===== config.mk =====
export PLATFORM = sky130hd
export DESIGN_NAME = fdc_req_seq
export DESIGN_NICKNAME = d
export VERILOG_FILES = /design/src/rtl/fdcseq_pkg.sv /design/src/rtl/fdcseq_status_dec.sv /design/src/rtl/fdcseq_cmd_slot.sv /design/src/rtl/fdcseq_dma_ctr.sv /design/src/rtl/fdc_req_seq.sv
export SDC_FILE = /design/constraint.sdc
export NUM_CORES = 1
export LEC_CHECK = 0
export BUFFER_PORTS_ARGS = -buffer_cell sky130_fd_sc_hd__buf_4
export CAP_MARGIN = 20
export CORE_MARGIN = 3
export CORE_UTILIZATION = 51
export DETAILED_ROUTE_END_ITERATION = 7
export GPL_TIMING_DRIVEN = 1
export PLACE_DENSITY = 0.83
export RECOVER_POWER = 25
export SYNTH_ARGS = -nofsm -noshare
export SYNTH_HDL_FRONTEND = slang
export SYNTH_HIERARCHICAL = 1
export SYNTH_SLANG_ARGS = --single-unit
export TNS_END_PERCENT = 30

===== constraint.sdc =====
create_clock -name clk -period 6.1 [get_ports clk]
set_input_delay 0.305 -clock clk [delete_from_list [all_inputs] [get_ports clk]]
set_output_delay 0.305 -clock clk [all_outputs]
set_load 0.03 [all_outputs]

===== src/rtl/fdcseq_pkg.sv =====
package fdcseq_pkg;

    typedef enum logic [3:0] {
        ST_READY      = 4'h0,
        ST_WAIT_CPU   = 4'h1,
        ST_ENDCMD     = 4'h2,
        ST_WAIT_CPUWR = 4'h3,
        ST_XFER       = 4'h4,
        ST_DEAD       = 4'hF
    } seq_state_t;

    typedef enum logic [1:0] {
        OP_READ   = 2'd0,
        OP_WRITE  = 2'd1,
        OP_RDADDR = 2'd2,
        OP_NOP    = 2'd3
    } op_t;

    typedef struct packed {
        op_t        op;
        logic       drive;
        logic       side;
        logic [7:0] trk;
        logic [7:0] sec;
    } cmd_t;

    localparam logic [7:0] REQ_IDLE = 8'h00;
    localparam logic [1:0] REQ_ACK_TOP = 2'b10;
    localparam logic [7:0] REQ_FAIL = 8'hF0;

    // Request code posted for a command: operation nibble, then drive and side
    function automatic logic [7:0] req_code(cmd_t c);
        logic [3:0] nib;
        unique case (c.op)
            OP_READ:   nib = 4'h1;
            OP_WRITE:  nib = 4'h2;
            OP_RDADDR: nib = 4'h3;
            OP_NOP:    nib = 4'h4;
        endcase
        return {nib, 2'b00, c.drive, c.side};
    endfunction

endpackage


===== src/rtl/fdcseq_status_dec.sv =====
module fdcseq_status_dec #(
    parameter int STAT_W = 8
) (
    input  logic [STAT_W-1:0] status,
    output logic              done,
    output logic              cleared,
    output logic [STAT_W-3:0] result
);
    assign done    = &status[STAT_W-1:STAT_W-2];
    assign cleared = (status == '0);
    assign result  = status[STAT_W-3:0];
endmodule


===== src/rtl/fdcseq_cmd_slot.sv =====
module fdcseq_cmd_slot
    import fdcseq_pkg::*;
(
    input  logic clk,
    input  logic rst_n,
    input  logic load,
    input  cmd_t load_cmd,
    input  logic take,
    output logic held,
    output cmd_t held_cmd
);
    always_ff @(posedge clk) begin
        if (!rst_n) begin
            held     <= 1'b0;
            held_cmd <= '0;
        end else if (load) begin
            held     <= 1'b1;
            held_cmd <= load_cmd;
        end else if (take) begin
            held     <= 1'b0;
        end
    end
endmodule


===== src/rtl/fdcseq_dma_ctr.sv =====
module fdcseq_dma_ctr #(
    parameter int CNT_W = 9
) (
    input  logic             clk,
    input  logic             rst_n,
    input  logic             start,
    input  logic [CNT_W-1:0] len,
    input  logic             ack,
    output logic             last
);
    logic [CNT_W-1:0] cnt_q;
    logic [CNT_W-1:0] len_q;

    always_ff @(posedge clk) begin
        if (!rst_n) begin
            cnt_q <= '0;
            len_q <= '0;
        end else if (start) begin
            cnt_q <= '0;
            len_q <= len;
        end else if (ack) begin
            cnt_q <= cnt_q + CNT_W'(1);
        end
    end

    assign last = ack && (cnt_q == len_q - CNT_W'(1));
endmodule


===== src/rtl/fdc_req_seq.sv =====
module fdc_req_seq
    import fdcseq_pkg::*;
#(
    parameter int SECTOR_BYTES = 256,
    parameter int HEADER_BYTES = 6
) (
    input  logic       clk,
    input  logic       rst_n,
    input  logic       cmd_valid,
    input  logic [1:0] cmd_op,
    input  logic       cmd_drive,
    input  logic       cmd_side,
    input  logic [7:0] cmd_track,
    input  logic [7:0] cmd_sector,
    input  logic [7:0] cpu_status,
    output logic [7:0] cpu_request,
    output logic [7:0] track_rd,
    output logic [7:0] sector_rd,
    input  logic       dma_ack,
    output logic       drq,
    output logic       dma_done,
    output logic       busy,
    output logic [3:0] err,
    output logic [7:0] diag,
    output logic       lockup
);
    localparam int CNT_W = $clog2(SECTOR_BYTES + 1);
    localparam logic [CNT_W-1:0] LEN_SECTOR = CNT_W'(SECTOR_BYTES);
    localparam logic [CNT_W-1:0] LEN_HEADER = CNT_W'(HEADER_BYTES);

    seq_state_t state_q, state_d;
    cmd_t       cur_q, in_cmd, start_cmd, held_cmd;
    logic [7:0] req_q, dead_code_q, dead_diag_q;
    logic       busy_q, drq_q, done_q;
    logic       held, st_done, st_clear;
    logic [5:0] st_result;
    logic       collide, hold_load, start_go, ack_en, dma_last, ctr_start;
    logic [CNT_W-1:0] ctr_len;

    assign in_cmd = '{op: op_t'(cmd_op), drive: cmd_drive, side: cmd_side,
                      trk: cmd_track, sec: cmd_sector};

    fdcseq_status_dec #(.STAT_W(8)) u_stat (
        .status(cpu_status), .done(st_done), .cleared(st_clear), .result(st_result)
    );

    fdcseq_cmd_slot u_slot (
        .clk(clk), .rst_n(rst_n), .load(hold_load), .load_cmd(in_cmd),
        .take(start_go && held), .held(held), .held_cmd(held_cmd)
    );

    fdcseq_dma_ctr #(.CNT_W(CNT_W)) u_dma (
        .clk(clk), .rst_n(rst_n), .start(ctr_start), .len(ctr_len),
        .ack(ack_en), .last(dma_last)
    );

    // Next-state and event decode
    always_comb begin
        collide   = cmd_valid && (state_q != ST_DEAD) && (busy_q || held);
        hold_load = cmd_valid && !collide && (state_q != ST_READY) && (state_q != ST_DEAD);
        start_go  = (state_q == ST_READY) && !collide && (held || cmd_valid);
        start_cmd = held ? held_cmd : in_cmd;
        ack_en    = dma_ack && (state_q == ST_XFER);
        ctr_start = 1'b0;
        ctr_len   = LEN_SECTOR;
        state_d   = state_q;
        if (collide) begin
            state_d = ST_DEAD;
        end else begin
            unique case (state_q)
                ST_READY: if (start_go) begin
                    if (start_cmd.op == OP_WRITE) begin
                        state_d   = ST_XFER;
                        ctr_start = 1'b1;
                    end else begin
                        state_d = ST_WAIT_CPU;
                    end
                end
                ST_WAIT_CPU, ST_WAIT_CPUWR: if (st_done) state_d = ST_ENDCMD;
                ST_ENDCMD: if (st_clear) begin
                    if (cur_q.op == OP_READ || cur_q.op == OP_RDADDR) begin
                        state_d   = ST_XFER;
                        ctr_start = 1'b1;
                        ctr_len   = (cur_q.op == OP_READ) ? LEN_SECTOR : LEN_HEADER;
                    end else begin
                        state_d = ST_READY;
                    end
                end
                ST_XFER: if (dma_last)
                    state_d = (cur_q.op == OP_WRITE) ? ST_WAIT_CPUWR : ST_READY;
                ST_DEAD: state_d = ST_DEAD;
                default: state_d = ST_DEAD;
            endcase
        end
    end

    // State register
    always_ff @(posedge clk) begin
        if (!rst_n) state_q <= ST_READY;
        else        state_q <= state_d;
    end

    // Registered outputs
    always_ff @(posedge clk) begin
        if (!rst_n) begin
            req_q       <= REQ_IDLE;
            busy_q      <= 1'b0;
            drq_q       <= 1'b0;
            done_q      <= 1'b0;
            cur_q       <= '0;
            dead_code_q <= '0;
            dead_diag_q <= '0;
        end else begin
            done_q <= 1'b0;
            if (collide) begin
                req_q       <= REQ_FAIL;
                drq_q       <= 1'b0;
                dead_code_q <= req_code(in_cmd);
                dead_diag_q <= {drq_q, busy_q, 2'b00, state_q};
            end else begin
                unique case (state_q)
                    ST_READY: if (start_go) begin
                        cur_q  <= start_cmd;
                        busy_q <= 1'b1;
                        if (start_cmd.op == OP_WRITE) drq_q <= 1'b1;
                        else                          req_q <= req_code(start_cmd);
                    end
                    ST_WAIT_CPU, ST_WAIT_CPUWR:
                        if (st_done) req_q <= {REQ_ACK_TOP, st_result};
                    ST_ENDCMD: if (st_clear) begin
                        req_q <= REQ_IDLE;
                        if (cur_q.op == OP_READ || cur_q.op == OP_RDADDR) drq_q <= 1'b1;
                        else                                              busy_q <= 1'b0;
                    end
                    ST_XFER: if (dma_last) begin
                        drq_q  <= 1'b0;
                        done_q <= 1'b1;
                        busy_q <= 1'b0;
                        if (cur_q.op == OP_WRITE) req_q <= req_code(cur_q);
                    end
                    ST_DEAD: ;
                    default: ;
                endcase
            end
        end
    end

    assign lockup      = (state_q == ST_DEAD);
    assign cpu_request = req_q;
    assign busy        = busy_q;
    assign drq         = drq_q;
    assign dma_done    = done_q;
    assign err         = {4{lockup}};
    assign track_rd    = lockup ? 8'h00 : cur_q.trk;
    assign sector_rd   = lockup ? dead_code_q : cur_q.sec;
    assign diag        = lockup ? dead_diag_q : {drq_q, busy_q, 2'b00, state_q};
endmodule


**After elaboration in Yosys (flattened, before gate mapping)**

Index checks and enable logic that the tools add are counted.

- Logic and storage cells: 138
- Memory bits (read-only): 0
- Latch bits: 0
- RAM bits: 0
- Output and inout bits: 40
- Register bits: 86
- Memories kept: 0
- Input bits: 32

- Equality and inequality tests: 30
- Shifts and indexed selects: 0
- Mux-type cells: 47
- $add $sub $neg: 2
- Divide/modulo/power cells: 0
- $lt $le $gt $ge: 0
- Reductions and logical operators: 35
- Multipliers: 0
- Bitwise logic cells: 3

Operators by type and width:

| kind | count |
|---|---|
| $mux W8 | 10 |
| $mux W9 | 5 |
| $pmux W4 S4 | 2 |
| $pmux W8 S4 | 1 |
| $mux W20 | 1 |
| $mux W4 | 5 |
| $mux W1 | 16 |
| $ne A3 B3 Y1 const B | 5 |
| $ne A2 B2 Y1 const B | 7 |
| $reduce_and A7 Y1 | 2 |
| $pmux W4 S3 | 1 |
| $reduce_and A6 Y1 | 2 |
| $eq A2 B2 Y1 const B | 5 |
| $logic_and A1 B1 Y1 | 10 |
| $add A9 B1 Y9 const B | 1 |
| $eq A9 B9 Y1 | 1 |
| $sub A9 B1 Y9 const B | 1 |
| $eq A4 B2 Y1 const B | 2 |
| $logic_not A8 Y1 | 1 |
| $reduce_bool A4 Y1 | 2 |
| $eq A2 B1 Y1 const B | 3 |
| $logic_not A2 Y1 | 3 |
| $mux W3 | 2 |
| $pmux W1 S3 | 2 |
| other kinds (20) | 27 |

**Logic depth before layout (Yosys ltp)**

Gate-level depths: netlist (run 1).

- Depth after elaboration: 10
- Depth in mapped cells: 13
- Gate-level depth less buffers: 12

**By module**

Netlist (run 1), hierarchy kept.

Modules (own cells, without submodules):

| module | area each (um^2) | seq. area each (um^2) | instances | cells each |
|---|---|---|---|---|
| fdc_req_seq | 2777.7 | 920.9 | 1 | 333 |
| fdcseq_dma_ctr | 993.5 | 360.3 | 1 | 111 |
| fdcseq_cmd_slot | 818.3 | 420.4 | 1 | 68 |
| fdcseq_status_dec | 70.1 | 0.0 | 1 | 10 |

**Worst setup path after synthesis (run 1)**

No wires, ideal clock.

- Path type: reg2reg
- From: reg state_q[1]
- To: reg req_q[6] (netlist: cpu_request[6])
- Path slack: 2480 ps
- Path buffers: 2
- Library setup time: 74 ps
- Data arrival time: 3545 ps
- Stages on the path, launching flop included: 13
- Data required time: 6026 ps
- Period minus slack after synthesis: 3620 ps
- Cells stage by stage: dfxtp_1 buf_6 or4b_4 nor2_1 clkbuf_1 nand3_1 or4_1 nor4b_2 nand2_1 nor4_4 o211ai_2 or3_1 a31oi_1

- Elaborated cells between the ends (all ways): 24
- Classes of those cells: eq/ne (11); mux (2); reduce/logical (11)

RTL lines:

| what | RTL line | text |
|---|---|---|
| start, declared | fdc_req_seq.sv:31 | `seq_state_t state_q, state_d;` |
| start signal, assigned | fdc_req_seq.sv:100 | `else state_q <= state_d;` |
| $eq A4 B3 Y1 | fdc_req_seq.sv:63 | `ack_en = dma_ack && (state_q == ST_XFER);` |
| $logic_and A1 B1 Y1 | fdc_req_seq.sv:63 |  |
| via ack_en | fdc_req_seq.sv:37 | `logic collide, hold_load, start_go, ack_en, dma_last, ctr_start;` |
| $logic_and A1 B1 Y1 | fdcseq_dma_ctr.sv:26 | `assign last = ack && (cnt_q == len_q - CNT_W'(1));` |
| via dma_last | fdc_req_seq.sv:37 |  |
| $ne A3 B3 Y1 (no line) | n/a |  |
| $reduce_and A7 Y1 (no line) | n/a |  |
| end signal, assigned | fdc_req_seq.sv:126 | `else req_q <= req_code(start_cmd);` |
| end signal, assigned | fdc_req_seq.sv:129 | `if (st_done) req_q <= {REQ_ACK_TOP, st_result};` |
| end signal, assigned | fdc_req_seq.sv:139 | `if (cur_q.op == OP_WRITE) req_q <= req_code(cur_q);` |
| end, declared | fdc_req_seq.sv:33 | `logic [7:0] req_q, dead_code_q, dead_diag_q;` |

The timed path passes the listed nets, and every way through them passes these cells.
A chain may end at the register's enable or synchronous reset.

**Worst setup path in the final report (run 1)**

- From: reg state_q[2]
- To: reg req_q[6] (netlist: cpu_request[6])

The elaborated chain is that of the path after synthesis.

==> results of run 1 <==
-- cells by family after synthesis --
group	Yosys count	synth area share [%]
xor gates and xnor gates	21	3.95
adders and majority gates	5	1.34
buffers and inverters	58	7.22
muxes	53	11.4
other	1	0.0805
and+or+nand+nor	214	24.8
AOI/OAI and AO/OA	85	14.6
DFF	85	36.5
-- final cells by class --
class / instances / area, µm² / area share, %
clock inverters: 6 / 72.6 / 1.39
inverters: 14 / 52.6 / 1.01
repair buffers: 73 / 484 / 9.27
well taps: 108 / 135 / 2.59
flip-flops and latches: 85 / 1700 / 32.6
clock buffers: 10 / 128 / 2.44
multi-input cells: 386 / 2650 / 50.7
-- flip-flops by register name, summed over array words and instances (netlist names) --
register         count
busy                 1
drq                  1
u_slot/held          1
u_dma/len_q          9
dead_code_q          5
u_dma/cnt_q          9
u_slot/held_cmd     20
cur_q               20
dma_done             1
dead_diag_q          6
state_q              4
cpu_request          8
-- per-layer routing --
layer / share of wire (%) / vias to the layer above
li1: - / 1886
met4: 1.2 / 0
met5: 0 / -
met2: 48 / 110
met3: 5.4 / 16
met1: 45 / 1796
-- how the worst max path moves through the flow --
stage                           from             end  slack (ns)
after CTS                 state_q[2]  cpu_request[6]        1.86
after floorplan           state_q[1]  cpu_request[6]        2.48
after detailed placement  state_q[2]  cpu_request[6]        1.88
after global routing      state_q[2]  cpu_request[6]        1.53
final                     state_q[2]  cpu_request[6]        1.85
after global placement    state_q[2]  cpu_request[6]        1.99
-- through the flow --
stage,hold slack [ns],cell area (µm²)
floorplan,0.433,4690
global placement,0.443,5100
detailed placement,0.458,5100
CTS,0.201,5300
global route,0.215,5230
finish,0.201,5230
-- cell usage after synthesis, drive strengths merged, types with 6 or more instances --
cell,count,area share (%)
inv,12,0.97
a211oi,12,2.4
xor2,10,1.9
o211ai,7,1.5
buf,27,4.7
nand2,59,4.8
o21ai,12,1.4
clkbuf,17,1.4
mux2i,51,11
and2,14,1.9
o211a,7,1.5
a21boi,11,1.8
xnor2,11,2.1
nand3,10,1.1
dfxtp,85,37
nor3,10,1.3
a21oi,6,0.64
nor2b,35,4.7
nor2,49,4.2
nor3b,6,0.97
-- critical path: stages, from the launching register on --
cell	delay (ns)
sky130_fd_sc_hd__dfxtp_1	0.78
sky130_fd_sc_hd__or4b_4	0.60
sky130_fd_sc_hd__nor2_1	0.42
sky130_fd_sc_hd__nand3_1	0.12
sky130_fd_sc_hd__or4_1	0.55
sky130_fd_sc_hd__nor4b_2	0.44
sky130_fd_sc_hd__nand2_1	0.16
sky130_fd_sc_hd__nor4_4	0.31
sky130_fd_sc_hd__o211ai_2	0.22
sky130_fd_sc_hd__or3_1	0.41
sky130_fd_sc_hd__a31oi_1	0.16
-- power breakdown --
group / total [mW] / internal [mW] / switching (mW) / leakage [nW]
clock network: 0.408 / 0.193 / 0.215 / 0.0906
registers: 0.816 / 0.686 / 0.130 / 0.694
logic: 1.12 / 0.444 / 0.673 / 1.27
total: 2.34 / 1.32 / 1.02 / 2.06
==> run_summary.xml, run 1 <==
<?xml version="1.0" encoding="UTF-8"?>
<metrics>
  <group name="worst_setup_path">
    <metric name="crit_path_start_kind" unit="">flop</metric>
    <metric name="critPathMaxFanout" unit="">19</metric>
    <metric name="worst-endpoint-arrival" unit="ns">4.52</metric>
    <metric name="worstSetupPathType" unit="">flop to flop</metric>
    <metric name="endpoint_kind" unit="">flop</metric>
    <metric name="r2r_end" unit="">cpu_request[6]</metric>
    <metric name="worst_r2r_startpoint" unit="">state_q[2]</metric>
    <metric name="worst-r2r-cell-count" unit="">10</metric>
    <metric name="cp.required" unit="ns">6.37</metric>
    <metric name="reg2reg_setup_slack" unit="ns">1.85</metric>
  </group>
  <group name="global_route">
    <metric name="grt_pass1_wl" unit="µm">17400</metric>
    <metric name="busiest_layer" unit="">met2</metric>
    <metric name="total_routing_resource_utilization_after_global_routing" unit="%">21.0</metric>
    <metric name="antenna_violations_before_repair" unit="">0</metric>
    <metric name="gr-usage-met3" unit="%">4.20</metric>
    <metric name="grtUsageMet1" unit="%">27.4</metric>
    <metric name="first_global_vias" unit="">3676</metric>
    <metric name="grt_max_degree" unit="">59</metric>
    <metric name="globalRouteOverflowTotal" unit="">0</metric>
    <metric name="grtUsageMet2" unit="%">34.8</metric>
  </group>
  <group name="finish">
    <metric name="antenna-diode-count" unit="">0</metric>
    <metric name="post_layout_utilization_of_the_core" unit="%">59.3</metric>
    <metric name="syn_to_final_growth" unit="%">12.1</metric>
    <metric name="count_of_filler_cells_inserted_in_the_layout" unit="">794</metric>
    <metric name="mostFrequentLayoutCells" unit="">sky130_fd_sc_hd__dfxtp_1 (85), sky130_fd_sc_hd__nand2_1 (59), sky130_fd_sc_hd__buf_4 (56)</metric>
    <metric name="drive_gt1_share" unit="%">17.1</metric>
    <metric name="finalNetCount" unit="">606</metric>
    <metric name="mostFrequentLayoutCell" unit="">sky130_fd_sc_hd__dfxtp_1</metric>
    <metric name="post_layout_nonfiller_instances" unit="">682</metric>
  </group>
  <group name="power_and_ir_drop">
    <metric name="overall_power_after_layout" unit="mW">2.34</metric>
    <metric name="static-leakage-power" unit="nW">2.06</metric>
    <metric name="p_per_area" unit="nW/µm²">448</metric>
    <metric name="irDropWorstVdd" unit="V">0.000158</metric>
  </group>
  <group name="clock_network">
    <metric name="cts_tree" unit="">yes</metric>
    <metric name="clkTransAtPathRegs" unit="ns">0.09</metric>
    <metric name="post_cts_hold_fix_bufs" unit="">0</metric>
    <metric name="cts_resized" unit="">0</metric>
    <metric name="clock_sink_count" unit="">85</metric>
    <metric name="insertion_delay" unit="ns">0.35</metric>
    <metric name="root_buffer" unit="">sky130_fd_sc_hd__clkbuf_8</metric>
    <metric name="h_tree_depth" unit="">3</metric>
    <metric name="cts_setup_buffers" unit="">0</metric>
    <metric name="cts-buffers-inserted" unit="">9</metric>
    <metric name="max-clock-path-buffers" unit="">2</metric>
  </group>
  <group name="run_status">
    <metric name="failed_checks" unit="">max-capacitance violations, max-slew violations</metric>
    <metric name="run_status" unit="">finished, violations left</metric>
  </group>
  <group name="timing">
    <metric name="min_period_over_period" unit="%">69.7</metric>
    <metric name="fin_worst_skew" unit="ns">0.0134</metric>
    <metric name="max_freq" unit="GHz">0.235</metric>
    <metric name="setup_viol" unit="">0</metric>
    <metric name="finalHoldViolCount" unit="">0</metric>
    <metric name="grt_setup_unrepaired" unit="">no</metric>
    <metric name="worst-slew-pin-transition" unit="ns">2.03</metric>
    <metric name="tns_setup" unit="ns">0</metric>
    <metric name="post-route-min-period" unit="ns">4.25</metric>
    <metric name="slew-limit-headroom" unit="%">-35.3</metric>
    <metric name="timing.final.ws_setup" unit="ns">1.85</metric>
    <metric name="final_number_of_max_transition_violations" unit="">58</metric>
  </group>
  <group name="route">
    <metric name="routedWlPerCell" unit="µm">15.7</metric>
    <metric name="dr.pass1.iters" unit="">5</metric>
    <metric name="detailed_route_drc_error_count" unit="">0</metric>
    <metric name="vias_per_cell" unit="">5.58</metric>
    <metric name="ant_nets" unit="">0</metric>
    <metric name="detail_route.wirelength" unit="µm">10700</metric>
    <metric name="drt_first_iter_violations" unit="">218</metric>
    <metric name="routed-via-count" unit="">3808</metric>
  </group>
  <group name="floorplan">
    <metric name="die_height" unit="µm">102</metric>
    <metric name="design.portCount" unit="">72</metric>
    <metric name="initial_utilization" unit="%">52.9</metric>
    <metric name="core_region_area" unit="µm²">8810</metric>
    <metric name="die_w" unit="µm">102</metric>
    <metric name="placementRows" unit="">34</metric>
    <metric name="area_of_the_die" unit="µm²">10300</metric>
  </group>
  <group name="logic_synthesis">
    <metric name="synth.distinct_cells" unit="">71</metric>
    <metric name="synthFlopType" unit="">sky130_fd_sc_hd__dfxtp_1</metric>
    <metric name="syn_avg_cell_area" unit="µm²">8.93</metric>
    <metric name="flip_flop_and_latch_count_after_synthesis" unit="">85</metric>
    <metric name="synth_enable_flop_cells" unit="">0</metric>
    <metric name="synthesis.area" unit="µm²">4660</metric>
    <metric name="syn-instance-count" unit="">522</metric>
    <metric name="synthesis.yosys.warnings" unit="">6</metric>
    <metric name="synth_async_sr_flop_share" unit="%">0</metric>
    <metric name="ys_seq_area_share" unit="%">36.5</metric>
  </group>
  <group name="placement">
    <metric name="post-place-cells" unit="">666</metric>
    <metric name="dp.final_hpwl" unit="µm">7470</metric>
    <metric name="port_buffers" unit="">69</metric>
    <metric name="placement.setup.worst_slack" unit="ns">1.88</metric>
    <metric name="routabilityCongestion" unit="">0.818</metric>
  </group>
  <group name="flow_run">
    <metric name="drv_cap" unit="">2</metric>
  </group>
  <group name="hold_path">
    <metric name="timing.hold.worst.class" unit="">input pin to flop</metric>
    <metric name="holdPathEnd" unit="">cpu_request[3]</metric>
    <metric name="worst_hold_startpoint" unit="">cpu_status[3]</metric>
    <metric name="hold_depth" unit="">3</metric>
  </group>
</metrics>
(Power assumes the default switching activity.)
==> inputs of run 2 (changes only) <==
--- a/config.mk
+++ b/config.mk
@@ -11,7 +11,7 @@
 export CORE_UTILIZATION = 51
 export DETAILED_ROUTE_END_ITERATION = 7
 export GPL_TIMING_DRIVEN = 1
-export PLACE_DENSITY = 0.83
+export PLACE_DENSITY = 0.86
 export RECOVER_POWER = 25
 export SYNTH_ARGS = -nofsm -noshare
 export SYNTH_HDL_FRONTEND = slang
==> constraint.sdc (replaced) <==
create_clock -name clk -period 3.9 [get_ports clk]
set_input_delay 0.195 -clock clk [delete_from_list [all_inputs] [get_ports clk]]
set_output_delay 0.195 -clock clk [all_outputs]
set_load 0.03 [all_outputs]
==> run 2 against run 1 <==
- the run now ends clean
- final cell count rose by 0.88%
- fmax grew 23%
- combinational power up 63%
- cell area grew 0.84%
- first-iteration DRC count decreased by 37%
- largest power group unchanged
==> run_summary.xml, run 2 (same netlist as run 1, synthesis figures left out) <==
<?xml version="1.0" encoding="UTF-8"?>
<metrics>
  <group name="hold_path">
    <metric name="timing.hold.worst.class" unit="">input pin to flop</metric>
  </group>
  <group name="floorplan">
    <metric name="initial_utilization" unit="%">52.9</metric>
    <metric name="design.portCount" unit="">72</metric>
    <metric name="die_height" unit="µm">102</metric>
    <metric name="die_w" unit="µm">102</metric>
    <metric name="area_of_the_die" unit="µm²">10300</metric>
    <metric name="placementRows" unit="">34</metric>
    <metric name="core_region_area" unit="µm²">8810</metric>
  </group>
  <group name="route">
    <metric name="ant_nets" unit="">0</metric>
    <metric name="detailed_route_drc_error_count" unit="">0</metric>
    <metric name="routed-via-count" unit="">3828</metric>
    <metric name="drt_first_iter_violations" unit="">138</metric>
    <metric name="vias_per_cell" unit="">5.56</metric>
    <metric name="dr.pass1.iters" unit="">4</metric>
    <metric name="detail_route.wirelength" unit="µm">10800</metric>
    <metric name="routedWlPerCell" unit="µm">15.8</metric>
  </group>
  <group name="finish">
    <metric name="syn_to_final_growth" unit="%">13.1</metric>
    <metric name="biggestRegsByFlops" unit="">cur_q (20), u_slot/held_cmd (20)</metric>
    <metric name="finalNetCount" unit="">613</metric>
    <metric name="antenna-diode-count" unit="">0</metric>
    <metric name="mostFrequentLayoutCell" unit="">sky130_fd_sc_hd__dfxtp_1</metric>
    <metric name="drive_gt1_share" unit="%">17.8</metric>
    <metric name="mostFrequentLayoutCells" unit="">sky130_fd_sc_hd__dfxtp_1 (85), sky130_fd_sc_hd__buf_4 (60), sky130_fd_sc_hd__nand2_1 (59)</metric>
  </group>
  <group name="timing">
    <metric name="finalHoldViolCount" unit="">0</metric>
    <metric name="post-route-min-period" unit="ns">3.46</metric>
    <metric name="setup_viol" unit="">0</metric>
    <metric name="min_period_over_period" unit="%">88.8</metric>
    <metric name="grt_setup_unrepaired" unit="">no</metric>
    <metric name="slew-limit-headroom" unit="%">27.0</metric>
    <metric name="fin_worst_skew" unit="ns">0.00954</metric>
    <metric name="worst-slew-pin-transition" unit="ns">1.09</metric>
    <metric name="final_number_of_max_transition_violations" unit="">0</metric>
    <metric name="max_freq" unit="GHz">0.289</metric>
    <metric name="tns_setup" unit="ns">0</metric>
  </group>
  <group name="clock_network">
    <metric name="cts_setup_buffers" unit="">0</metric>
    <metric name="cts-buffers-inserted" unit="">9</metric>
    <metric name="root_buffer" unit="">sky130_fd_sc_hd__clkbuf_8</metric>
    <metric name="clkTransAtPathRegs" unit="ns">0.09</metric>
    <metric name="clock_sink_count" unit="">85</metric>
    <metric name="h_tree_depth" unit="">3</metric>
    <metric name="cts_tree" unit="">yes</metric>
    <metric name="post_cts_hold_fix_bufs" unit="">0</metric>
    <metric name="insertion_delay" unit="ns">0.36</metric>
    <metric name="cts_resized" unit="">0</metric>
    <metric name="max-clock-path-buffers" unit="">2</metric>
  </group>
  <group name="run_status">
    <metric name="run_status" unit="">finished, final reports clean</metric>
  </group>
  <group name="worst_setup_path">
    <metric name="cp.required" unit="ns">4.13</metric>
    <metric name="critPathMaxFanout" unit="">24</metric>
    <metric name="worstSetupPathType" unit="">flop to flop</metric>
    <metric name="endpoint_kind" unit="">flop</metric>
    <metric name="worst-endpoint-arrival" unit="ns">3.70</metric>
    <metric name="crit_path_start_kind" unit="">flop</metric>
  </group>
  <group name="global_route">
    <metric name="total_routing_resource_utilization_after_global_routing" unit="%">21.0</metric>
    <metric name="first_global_vias" unit="">3598</metric>
    <metric name="globalRouteOverflowTotal" unit="">0</metric>
    <metric name="antenna_violations_before_repair" unit="">0</metric>
    <metric name="grt_max_degree" unit="">59</metric>
    <metric name="grt_pass1_wl" unit="µm">17500</metric>
  </group>
  <group name="power_and_ir_drop">
    <metric name="irDropWorstVdd" unit="V">0.000260</metric>
    <metric name="overall_power_after_layout" unit="mW">3.67</metric>
    <metric name="p_per_area" unit="nW/µm²">696</metric>
    <metric name="static-leakage-power" unit="nW">2.09</metric>
  </group>
  <group name="placement">
    <metric name="dp.final_hpwl" unit="µm">7540</metric>
    <metric name="routabilityCongestion" unit="">0.887</metric>
    <metric name="port_buffers" unit="">69</metric>
  </group>
  <group name="flow_run">
    <metric name="drv_cap" unit="">0</metric>
  </group>
</metrics>
run 2: power by group:
part           switching [mW]  internal (mW)  leakage, nW
combinational            1.13          0.693         1.30
sequential              0.135           1.07        0.694
clock                   0.338          0.298       0.0959
run 2: final cells by class:
type / instances / area, µm²
well taps: 108 / 135
fillers: 769 / 3540
multi-input cells: 386 / 2660
flip-flops and latches: 85 / 1700
clock inverters: 6 / 72.6
clock buffers: 9 / 124
inverters: 14 / 52.6
repair buffers: 80 / 526
run 2: final timing paths:
check | startpoint | endpoint | slack, ns | depth (start not counted)
min reg2reg | dead_diag_q[7] | dead_diag_q[7] | 0.46 | 2
max reg2reg | state_q[0] | u_dma/cnt_q[6] | 0.44 | 10
max | state_q[0] | u_dma/cnt_q[6] | 0.44 | 10
min | cpu_status[2] | cpu_request[2] | 0.09 | 3
run 2: metal layers:
layer	track usage (%)	part of all wire (%)	vias to the layer above
met5	0	0	-
met4	5.93	0.27	0
met3	4.20	5.2	4
met2	36.0	51	99
met1	26.9	44	1817
li1	-	-	1908
run 2: metrics by stage:
stage	cells	hold slack (ns)	utilization (%)	instance area (µm²)	setup slack, ns
floorplan	529	0.323	-	4690	0.280
global placement	673	0.444	58.5	5150	0.680
detailed placement	673	0.451	58.5	5150	0.489
CTS	688	0.0795	60.7	5350	0.461
global route	688	0.0955	59.8	5270	0.180
finish	688	0.0892	59.8	5270	0.437
run 2: worst max-delay path, stage by stage, from the launching register on:
cell	delay, ns
sky130_fd_sc_hd__dfxtp_1	0.36
sky130_fd_sc_hd__clkbuf_1	0.82
sky130_fd_sc_hd__nand4_2	0.13
sky130_fd_sc_hd__clkbuf_1	0.48
sky130_fd_sc_hd__and2_4	0.38
sky130_fd_sc_hd__nor3_4	0.20
sky130_fd_sc_hd__a21oi_1	0.12
sky130_fd_sc_hd__nor4_2	0.16
sky130_fd_sc_hd__buf_4	0.26
sky130_fd_sc_hd__nand2b_1	0.32
sky130_fd_sc_hd__nor2_1	0.10
==> inputs of run 3 (changes only) <==
--- a/config.mk
+++ b/config.mk
@@ -7,6 +7,7 @@
 export LEC_CHECK = 0
 export BUFFER_PORTS_ARGS = -buffer_cell sky130_fd_sc_hd__buf_4
 export CAP_MARGIN = 20
+export CORE_ASPECT_RATIO = 0.6
 export CORE_MARGIN = 3
 export CORE_UTILIZATION = 51
 export DETAILED_ROUTE_END_ITERATION = 7
==> run 3 against run 2 <==
- combinational power up 3%
- utilization up 2.3 points
- clock-buffer cell count up 1
- highest routed layer unchanged
- global-route usage up 2.5 points
==> run_summary.xml, run 3 (same netlist as run 1, synthesis figures left out) <==
<?xml version="1.0" encoding="UTF-8"?>
<metrics>
  <group name="global_route">
    <metric name="grt_pass1_wl" unit="µm">19200</metric>
    <metric name="antenna_violations_before_repair" unit="">0</metric>
    <metric name="globalRouteOverflowTotal" unit="">0</metric>
    <metric name="first_global_vias" unit="">3806</metric>
    <metric name="total_routing_resource_utilization_after_global_routing" unit="%">23.5</metric>
    <metric name="grt_max_degree" unit="">59</metric>
  </group>
  <group name="timing">
    <metric name="grt_setup_unrepaired" unit="">no</metric>
    <metric name="setup_viol" unit="">0</metric>
    <metric name="min_period_over_period" unit="%">84.3</metric>
    <metric name="slew-limit-headroom" unit="%">24.2</metric>
    <metric name="tns_setup" unit="ns">0</metric>
    <metric name="finalHoldViolCount" unit="">0</metric>
    <metric name="post-route-min-period" unit="ns">3.29</metric>
    <metric name="final_number_of_max_transition_violations" unit="">0</metric>
    <metric name="worst-slew-pin-transition" unit="ns">1.14</metric>
    <metric name="max_freq" unit="GHz">0.304</metric>
    <metric name="fin_worst_skew" unit="ns">0.00503</metric>
    <metric name="timing.hold.ws" unit="ns">0.115</metric>
  </group>
  <group name="power_and_ir_drop">
    <metric name="p_per_area" unit="nW/µm²">734</metric>
    <metric name="power_report.internal_total" unit="mW">2.29</metric>
    <metric name="irDropWorstVdd" unit="V">0.000489</metric>
    <metric name="net-switching-power" unit="mW">1.67</metric>
    <metric name="power_switching_share" unit="%">42.3</metric>
    <metric name="comb_power_share" unit="%">47.3</metric>
    <metric name="power.share.sequential" unit="%">30.8</metric>
    <metric name="share_clk_of_total_power" unit="%">21.9</metric>
    <metric name="static-leakage-power" unit="nW">2.16</metric>
  </group>
  <group name="route">
    <metric name="detail_route.wirelength" unit="µm">11800</metric>
    <metric name="vias_per_cell" unit="">5.71</metric>
    <metric name="routedWlPerCell" unit="µm">17.0</metric>
    <metric name="ant_nets" unit="">0</metric>
    <metric name="detailed_route_drc_error_count" unit="">0</metric>
    <metric name="routed-via-count" unit="">3954</metric>
    <metric name="drt_first_iter_violations" unit="">279</metric>
    <metric name="dr.pass1.iters" unit="">5</metric>
  </group>
  <group name="finish">
    <metric name="count_of_filler_cells_inserted_in_the_layout" unit="">754</metric>
    <metric name="finalNetCount" unit="">613</metric>
    <metric name="antenna-diode-count" unit="">0</metric>
    <metric name="biggestRegsByFlops" unit="">cur_q (20), u_slot/held_cmd (20)</metric>
    <metric name="post_route_cell_area" unit="µm²">5390</metric>
    <metric name="drive_gt1_share" unit="%">18.4</metric>
    <metric name="mostFrequentLayoutCell" unit="">sky130_fd_sc_hd__dfxtp_1</metric>
    <metric name="mostFrequentLayoutCells" unit="">sky130_fd_sc_hd__dfxtp_1 (85), sky130_fd_sc_hd__buf_4 (64), sky130_fd_sc_hd__nand2_1 (59)</metric>
    <metric name="syn_to_final_growth" unit="%">15.7</metric>
  </group>
  <group name="floorplan">
    <metric name="initial_utilization" unit="%">53.6</metric>
    <metric name="die_w" unit="µm">129</metric>
    <metric name="area_of_the_die" unit="µm²">10400</metric>
    <metric name="placementRows" unit="">26</metric>
    <metric name="die_height" unit="µm">80.0</metric>
    <metric name="design.portCount" unit="">72</metric>
    <metric name="core_region_area" unit="µm²">8690</metric>
  </group>
  <group name="worst_setup_path">
    <metric name="endpoint_kind" unit="">flop</metric>
    <metric name="worstSetupPathType" unit="">flop to flop</metric>
    <metric name="crit_path_start_kind" unit="">flop</metric>
    <metric name="critPathMaxFanout" unit="">6</metric>
    <metric name="worst-r2r-cell-count" unit="">10</metric>
    <metric name="reg2reg_setup_slack" unit="ns">0.61</metric>
    <metric name="worst_r2r_startpoint" unit="">state_q[0]</metric>
    <metric name="worst-endpoint-arrival" unit="ns">3.54</metric>
    <metric name="r2r_end" unit="">cpu_request[6]</metric>
    <metric name="cp.required" unit="ns">4.15</metric>
  </group>
  <group name="clock_network">
    <metric name="h_tree_depth" unit="">3</metric>
    <metric name="cts_setup_buffers" unit="">0</metric>
    <metric name="insertion_delay" unit="ns">0.34</metric>
    <metric name="post_cts_hold_fix_bufs" unit="">0</metric>
    <metric name="root_buffer" unit="">sky130_fd_sc_hd__clkbuf_16</metric>
    <metric name="max-clock-path-buffers" unit="">2</metric>
    <metric name="cts-buffers-inserted" unit="">9</metric>
    <metric name="cts_resized" unit="">0</metric>
    <metric name="clock_sink_count" unit="">85</metric>
    <metric name="cts_tree" unit="">yes</metric>
    <metric name="clkTransAtPathRegs" unit="ns">0.06</metric>
  </group>
  <group name="hold_path">
    <metric name="timing.hold.worst.class" unit="">input pin to flop</metric>
    <metric name="worst_hold_startpoint" unit="">cpu_status[2]</metric>
    <metric name="hold_depth" unit="">3</metric>
    <metric name="holdPathEnd" unit="">cpu_request[2]</metric>
  </group>
  <group name="run_status">
    <metric name="run_status" unit="">finished, final reports clean</metric>
  </group>
  <group name="placement">
    <metric name="port_buffers" unit="">69</metric>
    <metric name="dp.final_hpwl" unit="µm">8410</metric>
    <metric name="postPlaceCellArea" unit="µm²">5150</metric>
    <metric name="routabilityCongestion" unit="">0.965</metric>
  </group>
  <group name="flow_run">
    <metric name="drv_cap" unit="">0</metric>
  </group>
</metrics>
==> run 3: changes by cell type in the layout (fill, tap and decap cells not counted), sizes merged <==
cell    previous run  this run
clkbuf            29        26
clkinv             5         4
buf               60        64
inv               13        14
==> run 3: worst max-delay path by stage <==
| stage | from | endpoint | depth (start not counted) |
|---|---|---|---|
| final | state_q[0] | cpu_request[6] | 10 |
| after global routing | state_q[0] | busy | 11 |
| after CTS | state_q[0] | cpu_request[6] | 10 |
| after detailed placement | state_q[0] | cpu_request[6] | 10 |
| after global placement | state_q[0] | cpu_request[6] | 10 |
| after floorplan | state_q[1] | cpu_request[6] | 12 |
==> run 3: layer usage <==
layer,up-vias,share of wire (%),track usage [%]
met5,-,0,0
met4,0,0.73,5.77
met3,14,8.7,6.95
met2,157,44,35.5
met1,1892,46,32.8
li1,1891,-,-
==> run 3: layout make-up <==
type | count | area [µm²] | share of cell area, %
flip-flops and latches | 85 | 1700 | 31.6
clock buffers | 10 | 229 | 4.25
well taps | 112 | 140 | 2.60
clock inverters | 6 | 71.3 | 1.32
inverters | 14 | 52.6 | 0.974
repair buffers | 80 | 541 | 10.0
multi-input cells | 386 | 2660 | 49.3
==> run 3: power groups by stage <==
stage	clock, mW	combinational [mW]	sequential, mW
floorplan	0	1.41	1.25
global placement	0	1.84	1.22
detailed placement	0	1.88	1.23
CTS	0.878	1.89	1.22
global route	0.908	2.01	1.24
finish	0.866	1.87	1.22
==> run 3: through the flow <==
stage	power (mW)	util (%)	setup WS, ns	instances
2_1_floorplan	2.66	-	0.280	529
3_3_place_gp	3.06	59.3	0.719	677
3_5_place_dp	3.11	59.3	0.627	677
4_1_cts	3.98	62.8	0.616	693
5_1_grt	4.16	62.1	0.418	693
6_report	3.96	62.1	0.611	693
==> run 3: worst max-delay path, stage by stage (launching register included) <==
cell and delay (ns):
sky130_fd_sc_hd__dfxtp_1 0.31, sky130_fd_sc_hd__or4b_4 0.59, sky130_fd_sc_hd__nor2_1 0.15, sky130_fd_sc_hd__nand3_1 0.07, sky130_fd_sc_hd__or4_1 0.54, sky130_fd_sc_hd__nor4b_2 0.35, sky130_fd_sc_hd__nand2_1 0.15, sky130_fd_sc_hd__nor4_4 0.28
sky130_fd_sc_hd__o211ai_2 0.20, sky130_fd_sc_hd__or3_1 0.40, sky130_fd_sc_hd__a31oi_1 0.15
